File: src/rtl/rf_power_seq.sv
module rf_power_seq #(
  parameter int DW = 8,
  parameter int CW = 6,
  parameter int BRK_BITS = 32
) (
  input  logic          clk,
  input  logic          rst,
  input  logic          bit_tick,
  input  logic [DW-1:0] win_dist,
  input  logic [CW-1:0] rf_lead,
  input  logic [CW-1:0] pll_lead,
  input  logic [1:0]    mode,
  input  logic          dc_opt,
  input  logic          sync_win,
  input  logic          win_end,
  input  logic          brk_det,
  output logic          rf_en,
  output logic          pll_en,
  output logic          dc_en,
  output logic          cfg_err
);
  localparam int BW = $clog2(BRK_BITS);
  localparam logic [CW-1:0] CODE_MAX = {CW{1'b1}};
  localparam logic [CW-1:0] RF_LIMIT = CODE_MAX - 1'b1;
  localparam logic [BW-1:0] BRK_LAST = BW'(BRK_BITS - 1);

  logic          in_win, brk_act;
  logic [BW-1:0] brk_cnt;

  wire idle = (mode == 2'd0);
  wire lock = (mode == 2'd2);

  wire bad = (rf_lead >= RF_LIMIT) || (pll_lead == CODE_MAX) || (pll_lead <= rf_lead);
  wire err_n = cfg_err | bad;
  wire brk_done = brk_act & bit_tick & (brk_cnt == BRK_LAST);
  wire stop = win_end | brk_done | err_n;

  wire rf_hit  = bit_tick & (win_dist == DW'(rf_lead));
  wire pll_hit = bit_tick & (win_dist == DW'(pll_lead));
  wire opening = bit_tick & (win_dist == '0) & (rf_en | rf_hit);

  wire rf_n  = ~stop & (rf_en | rf_hit);
  wire pll_n = ~stop & (pll_en | pll_hit);
  wire win_n = ~stop & (in_win | opening);

  logic dc_n;
  always_comb begin
    if (!dc_opt) dc_n = idle & rf_n & ~win_n;
    else         dc_n = rf_n & ((lock & sync_win) | (idle & win_n));
  end

  always_ff @(posedge clk) begin
    if (rst) begin
      rf_en   <= 1'b0;
      pll_en  <= 1'b0;
      dc_en   <= 1'b0;
      cfg_err <= 1'b0;
      in_win  <= 1'b0;
    end else begin
      rf_en   <= rf_n;
      pll_en  <= pll_n;
      dc_en   <= dc_n;
      cfg_err <= err_n;
      in_win  <= win_n;
    end
  end

  always_ff @(posedge clk) begin
    if (rst || stop) begin
      brk_act <= 1'b0;
      brk_cnt <= '0;
    end else if (!brk_act) begin
      brk_act <= brk_det & lock;
      brk_cnt <= '0;
    end else if (bit_tick) begin
      brk_cnt <= brk_cnt + 1'b1;
    end
  end
endmodule


File: config.mk
export PLATFORM = sky130hd
export DESIGN_NAME = rf_power_seq
export DESIGN_NICKNAME = d
export VERILOG_FILES = /design/src/rtl/rf_power_seq.sv
export SDC_FILE = /design/constraint.sdc
export NUM_CORES = 1
export LEC_CHECK = 0
export ABC_AREA = 1
export BUFFER_PORTS_ARGS = -buffer_cell sky130_fd_sc_hd__buf_2
export CAP_MARGIN = 30
export CELL_PAD_IN_SITES_DETAIL_PLACEMENT = 0
export CELL_PAD_IN_SITES_GLOBAL_PLACEMENT = 2
export CORE_ASPECT_RATIO = 1.75
export CORE_MARGIN = 8
export CORE_UTILIZATION = 25
export DETAILED_ROUTE_END_ITERATION = 8
export PLACE_DENSITY_LB_ADDON = 0.1
export SETUP_SLACK_MARGIN = 0.3
export SKIP_CTS_REPAIR_TIMING = 1
export SLEW_MARGIN = 40
export SYNTH_ARGS = -nofsm -noshare
export SYNTH_HDL_FRONTEND = slang
export SYNTH_SLANG_ARGS = --single-unit
File: constraint.sdc
create_clock -name clk -period 2.1 [get_ports clk]
set_input_delay 0.105 -clock clk [delete_from_list [all_inputs] [get_ports clk]]
set_output_delay 0.105 -clock clk [all_outputs]
set_load 0.02 [all_outputs]
==> flow_summary.toml, run 1 <==
[status]
outcome = "finished, final reports clean"

[grt]
grt.total_usage = 0.09820
globalRoute.totalOverflow = 0
antenna_found_initial = 0
grt_pass1_vias = 1003
grt_first_pass_wirelength_mm = 4.353
grt_max_degree = 9

[power_and_ir_drop]
ir_worst_vdd_mv = 0.3210
power.density_nw_per_um2 = 480.0
power_switching_uw = 156.4
power.internal_uw = 401.0
seq_power_share = 0.382
power_frac_clock = 0.373
power_frac_comb = 0.245
leakage_nw = 0.6175
switching_share = 0.2806

[critical_path]
critPathCapture = "dc_en$_SDFF_PP0_"
worstReg2RegEnd = "dc_en$_SDFF_PP0_"
path_class = "reg -> reg"
crit_required_ns = 2.28
crit_fanout = 8
end_kind = "flip-flop"
critPathLaunchType = "flip-flop"
cp-startpoint = "brk_cnt[0]$_SDFFE_PP0P_"
r2r_start = "brk_cnt[0]$_SDFFE_PP0P_"
r2r_setup_slack_ns = 0.42
r2r_cells = 9
crit_arrival_ns = 1.86

[cells_and_area]
final_nets = 205
drive_above_1_share = 0.2994
fill_cells = 402
final_cell_mix = "buf_2, nand2_1, inv_1"
multi_input_area_um2 = 593.1
area_growth_pct = 30.52
seqCellArea_um2 = 220.2
diodes = 0
final_common_cell = "buf_2"

[floorplanning]
dieArea_um2 = 5799
row_count = 28
fp.dieH_um = 94.92
die_w_um = 61.10
coreArea_um2 = 3398
start_util = 0.2618
ios = 33

[timing]
setup_violations = 0
rsz0062_at_grt = "false"
finalHoldViolations = 0
setup_ws_ns = 0.4159
skew_ns = 0.002600
finalSetupTns_ns = 0
tightestPinTransition_ns = 0.2375
relSlewSlack = 0.8404
period_share = 0.8020
fmax_ghz = 0.5938
fin_crit_ns = 1.684
hold_slack_ns = 0.06640
slew_violations = 0

[clocking]
cts_max_level = 1
clock-sinks = 11
cts_buffer_depth = 2
clkTransAtPathRegs_ns = 0.05
insertion_delay_ns = 0.23
clockRootBuffer = "clkbuf_8"
cts_tree = "yes"
cts_buffers = 3

[logic_synthesis]
avgSynthCellArea_um2 = 6.791
synth_cells = 131
seq_area_frac_synth = 0.2475
yosys_warnings = 0
synth_area_um2 = 889.6
synth_fp_nets = 168
ys_ff_latch = 11
synth_cell_type_count = 25

[run]
maxCapViolCount = 0

[min_path]
worst_hold_path_type = "in -> reg"

[placed_design]
portBuffers = 32
place_ws_ns = 0.3669
gp_congestion = 0.7764
dp_hpwl_mm = 2.328

[drt]
routed_wl_mm = 2.616
vias_per_cell = 4.344
wl_per_cell_um = 12.34
drc = 0
drtAntennaViolNets = 0
firstDrtPassIters = 4
num_vias = 921
drtIter0Drc = 15
cells by family after synthesis:
| group | after synthesis | synth area share |
|---|---|---|
| compound gates | 12 | 0.09142 |
| xor+xnor | 7 | 0.06892 |
| fa+ha+maj | 8 | 0.1125 |
| buf+inv | 23 | 0.09704 |
| flops | 11 | 0.2475 |
| simple gates | 70 | 0.3825 |
registers in the layout, indices dropped and copies added (netlist names):
register / flops
pll_en: 1
cfg_err: 1
rf_en: 1
in_win: 1
brk_cnt: 5
brk_act: 1
dc_en: 1
worst max-delay path: stages, from the launching register on:
cell and delay [ns]:
dfxtp_1 0.32, ha_1 0.20, and3_1 0.18, ha_1 0.18, a31o_2 0.25, nor2_4 0.14, nand2_4 0.11, nor2_4 0.09
nand2_1 0.07, nor2_2 0.09
per-layer routing:
metal | up-vias | part of all wire | GRT usage
li1 | 490 | - | -
met1 | 405 | 0.36 | 0.09084
met2 | 24 | 0.55 | 0.1868
met3 | 2 | 0.080 | 0.02725
met4 | 0 | 0.0080 | 0.04110
met5 | - | 0 | 0
stage by stage:
| step | power [mW] | cells | util | instance area, um2 |
|---|---|---|---|---|
| 2_1_floorplan | 0.2941 | 131 | - | 889.6 |
| 3_3_place_gp | 0.3522 | 208 | 0.3255 | 1106 |
| 3_5_place_dp | 0.3545 | 208 | 0.3255 | 1106 |
| 4_1_cts | 0.5730 | 212 | 0.3387 | 1151 |
| 5_1_grt | 0.5996 | 212 | 0.3417 | 1161 |
| 6_report | 0.5574 | 212 | 0.3417 | 1161 |
power groups by stage:
stage	clock network [mW]	logic, mW	registers [mW]
6_report	0.208	0.137	0.213
4_1_cts	0.222	0.138	0.213
5_1_grt	0.230	0.157	0.213
3_3_place_gp	0	0.135	0.217
2_1_floorplan	0	0.0749	0.219
3_5_place_dp	0	0.138	0.217
Yosys cell counts:
master / instances / area, um2
o21ai_1: 2 / 10.01
ha_1: 8 / 100.1
xnor2_1: 1 / 8.760
nor4_1: 4 / 25.02
nor3_4: 1 / 16.27
a31oi_1: 1 / 6.260
o21bai_1: 1 / 7.510
nor2_1: 13 / 48.80
inv_2: 1 / 3.750
inv_1: 22 / 82.58
and3_1: 2 / 12.51
nand3_2: 1 / 10.01
nand2_2: 4 / 25.02
nand3_1: 5 / 25.02
nand2_1: 29 / 108.9
o21bai_2: 1 / 11.26
a31o_2: 1 / 8.760
xor2_1: 6 / 52.55
nand4_1: 2 / 12.51
a21oi_1: 5 / 25.02
dfxtp_1: 11 / 220.2
nor3_1: 4 / 20.02
nor2_4: 1 / 11.26
nor2_2: 4 / 25.02
o211ai_2: 1 / 12.51
worst min path at each step:
stage,start,end,cells after the start
after global routing,rst,cfg_err$_SDFF_PP0_,2
after global placement,rst,cfg_err$_SDFF_PP0_,2
after floorplan,rst,cfg_err$_SDFF_PP0_,1
after CTS,rst,cfg_err$_SDFF_PP0_,2
final,rst,cfg_err$_SDFF_PP0_,2
after detailed placement,rst,cfg_err$_SDFF_PP0_,2
area by class of cell:
type,instances,share of cell area
multi-input cells,97,0.5108
flip-flops and latches,11,0.1897
repair buffers,32,0.1379
inverters,23,0.07435
well taps,45,0.04849
clock buffers,4,0.03879
No activity file was read; power rests on OpenSTA's default activity.
==> inputs of run 2 (changes only) <==
--- a/config.mk
+++ b/config.mk
@@ -12,7 +12,7 @@
 export CELL_PAD_IN_SITES_GLOBAL_PLACEMENT = 2
 export CORE_ASPECT_RATIO = 1.75
 export CORE_MARGIN = 8
-export CORE_UTILIZATION = 25
+export CORE_UTILIZATION = 22
 export DETAILED_ROUTE_END_ITERATION = 8
 export PLACE_DENSITY_LB_ADDON = 0.1
 export SETUP_SLACK_MARGIN = 0.3
==> constraint.sdc (replaced) <==
create_clock -name clk -period 1.4 [get_ports clk]
set_input_delay 0.07 -clock clk [delete_from_list [all_inputs] [get_ports clk]]
set_output_delay 0.07 -clock clk [all_outputs]
set_load 0.02 [all_outputs]
==> run 2 against run 1 <==
The flow now finishes with violations (setup timing). Count of clock-buffer cells in the layout unchanged. Design area rose by 16%. Clock skew is essentially flat. Setup slack lost 0.57 ns. Global-route usage decreased by 0.83 points. Power increased by 58%. First-iteration DRC count increased to 2.9 times the previous value. Maximum frequency rose by 8.6%. Hold slack lost 0.042 ns. Critical path type unchanged. Critical endpoint unchanged. Highest routed layer unchanged.
==> flow_summary.toml, run 2 (synthesis gave the netlist of run 1 again) <==
[timing]
setup_violations = 9
finalHoldViolations = 0
slew_violations = 0
tightestPinTransition_ns = 0.2975
relSlewSlack = 0.8001
fmax_ghz = 0.6446
skew_ns = 0.002186
setup_ws_ns = -0.1514
period_share = 1.108
rsz0062_at_grt = "true"
fin_crit_ns = 1.551
hold_slack_ns = 0.02396

[critical_path]
crit_required_ns = 1.53
path_class = "reg -> reg"
critPathLaunchType = "flip-flop"
end_kind = "flip-flop"
crit_arrival_ns = 1.68
crit_fanout = 3
r2r_setup_slack_ns = -0.15

[placed_design]
place_area_um2 = 1287
gp_congestion = 0.7734
portBuffers = 32
dp_hpwl_mm = 2.524

[cells_and_area]
multi_input_area_um2 = 634.4
area_growth_pct = 51.90
final_common_cell = "buf_2"
top_register = "brk_cnt"
final_nets = 224
drive_above_1_share = 0.4032
final_cell_mix = "buf_2, nand2_1, inv_1"
largest_register_ffs = 5
seqCellArea_um2 = 222.7
fill_cells = 439
final_cell_area_um2 = 1351
diodes = 0

[grt]
globalRoute.totalOverflow = 0
grt_pass1_vias = 1057
grt.total_usage = 0.08992
antenna_found_initial = 0
grt_first_pass_wirelength_mm = 4.581
grt_max_degree = 9

[power_and_ir_drop]
power.density_nw_per_um2 = 651.9
ir_worst_vdd_mv = 0.3979
total_power_uw = 880.9
leakage_nw = 0.7071

[clocking]
cts_buffer_depth = 2
clkTransAtPathRegs_ns = 0.05
cts_max_level = 1
insertion_delay_ns = 0.24
cts_tree = "yes"
cts_buffers = 3
clockRootBuffer = "clkbuf_8"
clock-sinks = 11

[floorplanning]
start_util = 0.2301
die_w_um = 64.07
row_count = 30
dieArea_um2 = 6415
fp.dieH_um = 100.1
ios = 33
coreArea_um2 = 3866

[run]
maxCapViolCount = 0

[drt]
num_vias = 1008
routed_wl_mm = 2.831
firstDrtPassIters = 4
drc = 0
drtIter0Drc = 44
wl_per_cell_um = 12.10
vias_per_cell = 4.308
drtAntennaViolNets = 0

[status]
outcome = "finished with violations"
violations = "setup timing"

[min_path]
worst_hold_path_type = "in -> reg"
run 2: worst max-delay path: stages, from the launching register on:
cell	delay (ns)
dfxtp_2	0.33
ha_4	0.16
and3_4	0.17
ha_4	0.15
a31o_4	0.21
nor2_4	0.14
nand2_2	0.07
nand2_1	0.06
nand2_1	0.05
nand2_2	0.06
nor2_2	0.03
run 2: worst paths after layout:
path / cells after the start / start / end
max: 10 / brk_cnt[1]$_SDFFE_PP0P_ / dc_en$_SDFF_PP0_
min: 2 / rst / cfg_err$_SDFF_PP0_
max reg2reg: 10 / brk_cnt[1]$_SDFFE_PP0P_ / dc_en$_SDFF_PP0_
min reg2reg: 2 / pll_en$_SDFF_PP0_ / pll_en$_SDFF_PP0_
run 2: final cells by class:
| class | count | area share |
|---|---|---|
| inverters | 23 | 0.06389 |
| multi-input cells | 97 | 0.4694 |
| well taps | 48 | 0.04444 |
| clock buffers | 4 | 0.03333 |
| repair buffers | 51 | 0.2241 |
| flip-flops and latches | 11 | 0.1648 |
run 2: power by group:
part           internal (mW)  leakage [nW]  switching, mW
registers              0.317        0.0900        0.00152
clock network          0.200        0.0228          0.120
logic                  0.114         0.594          0.128
run 2: per-stage QoR:
step	utilization	TNS, ns	instances	worst slack, ns
after detailed placement	0.3330	-1.100	230	-0.2073
after CTS	0.3447	-1.005	234	-0.1983
after global routing	0.3495	-1.585	234	-0.2163
after floorplan	-	-0.1213	131	-0.07695
after global placement	0.3330	-0.7315	230	-0.1606
final	0.3495	-0.9395	234	-0.1514
run 2: per-layer routing:
metal	up-vias	global-route usage	wire (um)
met5	-	0	0
met4	0	0.04145	52
met3	5	0.01786	102
met2	23	0.1803	1636
met1	448	0.08117	1039
li1	532	-	-
==> inputs of run 3 (changes only) <==
--- a/config.mk
+++ b/config.mk
@@ -5,16 +5,15 @@
 export SDC_FILE = /design/constraint.sdc
 export NUM_CORES = 1
 export LEC_CHECK = 0
-export ABC_AREA = 1
 export BUFFER_PORTS_ARGS = -buffer_cell sky130_fd_sc_hd__buf_2
 export CAP_MARGIN = 30
 export CELL_PAD_IN_SITES_DETAIL_PLACEMENT = 0
 export CELL_PAD_IN_SITES_GLOBAL_PLACEMENT = 2
 export CORE_ASPECT_RATIO = 1.75
 export CORE_MARGIN = 8
-export CORE_UTILIZATION = 22
+export CORE_UTILIZATION = 24
 export DETAILED_ROUTE_END_ITERATION = 8
-export PLACE_DENSITY_LB_ADDON = 0.1
+export PLACE_DENSITY_LB_ADDON = 0.05
 export SETUP_SLACK_MARGIN = 0.3
 export SKIP_CTS_REPAIR_TIMING = 1
 export SLEW_MARGIN = 40
==> run 3 against run 2 <==
Design area grew 0.65%. Hold slack lost 0.0069 ns. Register-to-register slack lost 0.42 ns. The run still ends with setup timing left. Largest power group is now registers. Highest routed layer unchanged. Clock power shrank 2%. Count of clock-buffer cells in the layout is the same. Die area shrank 11%. Largest cell class unchanged. Sequential cell count is the same.
==> flow_summary.toml, run 3 <==
[clocking]
clock-sinks = 11
cts_max_level = 1
cts_buffers = 3
clockRootBuffer = "clkbuf_8"
insertion_delay_ns = 0.23
cts_buffer_depth = 2
cts_tree = "yes"
clkTransAtPathRegs_ns = 0.05

[logic_synthesis]
synth_top_cells_by_count = "nor2_1, dfxtp_1, ha_1, inv_1, xor2_1"
synth_top_area_cell = "dfxtp_1"
avgSynthCellArea_um2 = 8.798
synth-edff-count = 0
synth-async-reset-ratio = 0
yosys_warnings = 0
ys_ff_latch = 11
seq_area_frac_synth = 0.2635
synth_area_um2 = 835.8
yosysMostFrequentCell = "nor2_1"
synth_cells = 95
synth_cell_type_count = 29
synthTopCellsByArea = "dfxtp_1, ha_1, xor2_1, xnor2_1, nor2_1"
ys.flop_type = "dfxtp_1"
synth_top_cell_area_share = 0.2635
synth_fp_nets = 132

[power_and_ir_drop]
power_switching_uw = 242.9
power_frac_comb = 0.295
total_power_uw = 898.6
power.density_nw_per_um2 = 660.7
leakage_nw = 0.6395
power_frac_clock = 0.349
seq_power_share = 0.356
switching_share = 0.2703
power.internal_uw = 655.7
ir_worst_vdd_mv = 0.6071

[timing]
hold_slack_ns = 0.01704
finalSetupTns_ns = -4.253
finalHoldViolations = 0
rsz0062_at_grt = "true"
skew_ns = 0.0007666
period_share = 1.411
setup_ws_ns = -0.5754
tightestPinTransition_ns = 0.3473
fmax_ghz = 0.5062
setup_violations = 10
relSlewSlack = 0.7684
slew_violations = 0
fin_crit_ns = 1.975

[cells_and_area]
area_growth_pct = 62.72
fill_cells = 396
final_common_cell = "buf_2"
diodes = 0
multi_input_area_um2 = 631.9
final_nets = 196
instances_no_fill = 203
seqCellArea_um2 = 222.7
largest_register_ffs = 5
drive_above_1_share = 0.4937
final_cell_mix = "buf_2, buf_4, nor2_1"
top_register = "brk_cnt"

[critical_path]
end_kind = "flip-flop"
r2r_setup_slack_ns = -0.58
crit_arrival_ns = 2.14
crit_required_ns = 1.56
critPathLaunchType = "flip-flop"
crit_fanout = 2
path_class = "reg -> reg"

[status]
violations = "setup timing"
outcome = "finished with violations"

[drt]
drtAntennaViolNets = 0
vias_per_cell = 4.596
num_vias = 933
routed_wl_mm = 2.765
wl_per_cell_um = 13.62
drtIter0Drc = 4
firstDrtPassIters = 3
drc = 0

[grt]
globalRoute.totalOverflow = 0
grt.total_usage = 0.09874
grt_max_degree = 7
grt_first_pass_wirelength_mm = 4.222
grt_pass1_vias = 1003
antenna_found_initial = 0

[floorplanning]
coreArea_um2 = 3363
start_util = 0.2485
fp.dieH_um = 94.07
dieArea_um2 = 5701
row_count = 28
ios = 33
die_w_um = 60.61

[placed_design]
gp_congestion = 0.8104
portBuffers = 32
dp_hpwl_mm = 2.438
placedCellCount = 198

[run]
maxCapViolCount = 0

[min_path]
worst_hold_path_type = "in -> reg"
==> run 3: worst paths after layout <==
path | from | end | depth (start not counted)
max | brk_cnt[1]$_SDFFE_PP0P_ | dc_en$_SDFF_PP0_ | 8
max reg2reg | brk_cnt[1]$_SDFFE_PP0P_ | dc_en$_SDFF_PP0_ | 8
min | rst | cfg_err$_SDFF_PP0_ | 2
min reg2reg | pll_en$_SDFF_PP0_ | pll_en$_SDFF_PP0_ | 2
==> run 3: logic make-up after synthesis <==
logic type / after synthesis / share of synthesized area
xor+xnor: 15 / 0.1572
buf+inv: 9 / 0.04940
compound gates: 13 / 0.1347
mux: 3 / 0.03593
fa+ha+maj: 8 / 0.1198
flops: 11 / 0.2635
simple gates: 36 / 0.2395
==> run 3: stage by stage <==
stage,area (um2),setup slack (ns),utilization
CTS,1320,-0.6402,0.3925
floorplan,867.1,-0.6261,-
global placement,1275,-0.6049,0.3791
global route,1360,-0.6398,0.4044
detailed placement,1275,-0.6109,0.3791
finish,1360,-0.5754,0.4044
==> run 3: power by group through the flow <==
stage | logic (mW) | clock network, mW | registers (mW)
after floorplan | 0.113 | 0 | 0.329
after global placement | 0.258 | 0 | 0.326
after detailed placement | 0.259 | 0 | 0.325
after CTS | 0.260 | 0.331 | 0.319
after global routing | 0.291 | 0.347 | 0.319
final | 0.265 | 0.314 | 0.319
==> run 3: area by class of cell <==
| type | instances | area share |
|---|---|---|
| Inverter | 8 | 0.02208 |
| Tap cell | 45 | 0.04140 |
| Clock buffer | 4 | 0.03312 |
| Sequential cell | 11 | 0.1638 |
| Timing Repair Buffer | 60 | 0.2751 |
| Multi-Input combinational cell | 75 | 0.4646 |
==> run 3: critical path: stages, from the launching register on <==
cell and delay (ns):
dfxtp_2 0.31, ha_2 0.17, and3_4 0.17, ha_4 0.14, a311o_1 0.28, nor3_4 0.18, nand3b_4 0.10, or3_4 0.39
a41oi_2 0.15
==> run 3: per-layer routing <==
metal | up-vias | global-route usage | routed length (um)
li1 | 470 | - | -
met1 | 429 | 0.08733 | 955
met5 | - | 0 | 0
met4 | 0 | 0.03523 | 38
met2 | 30 | 0.1915 | 1518
met3 | 4 | 0.03292 | 252
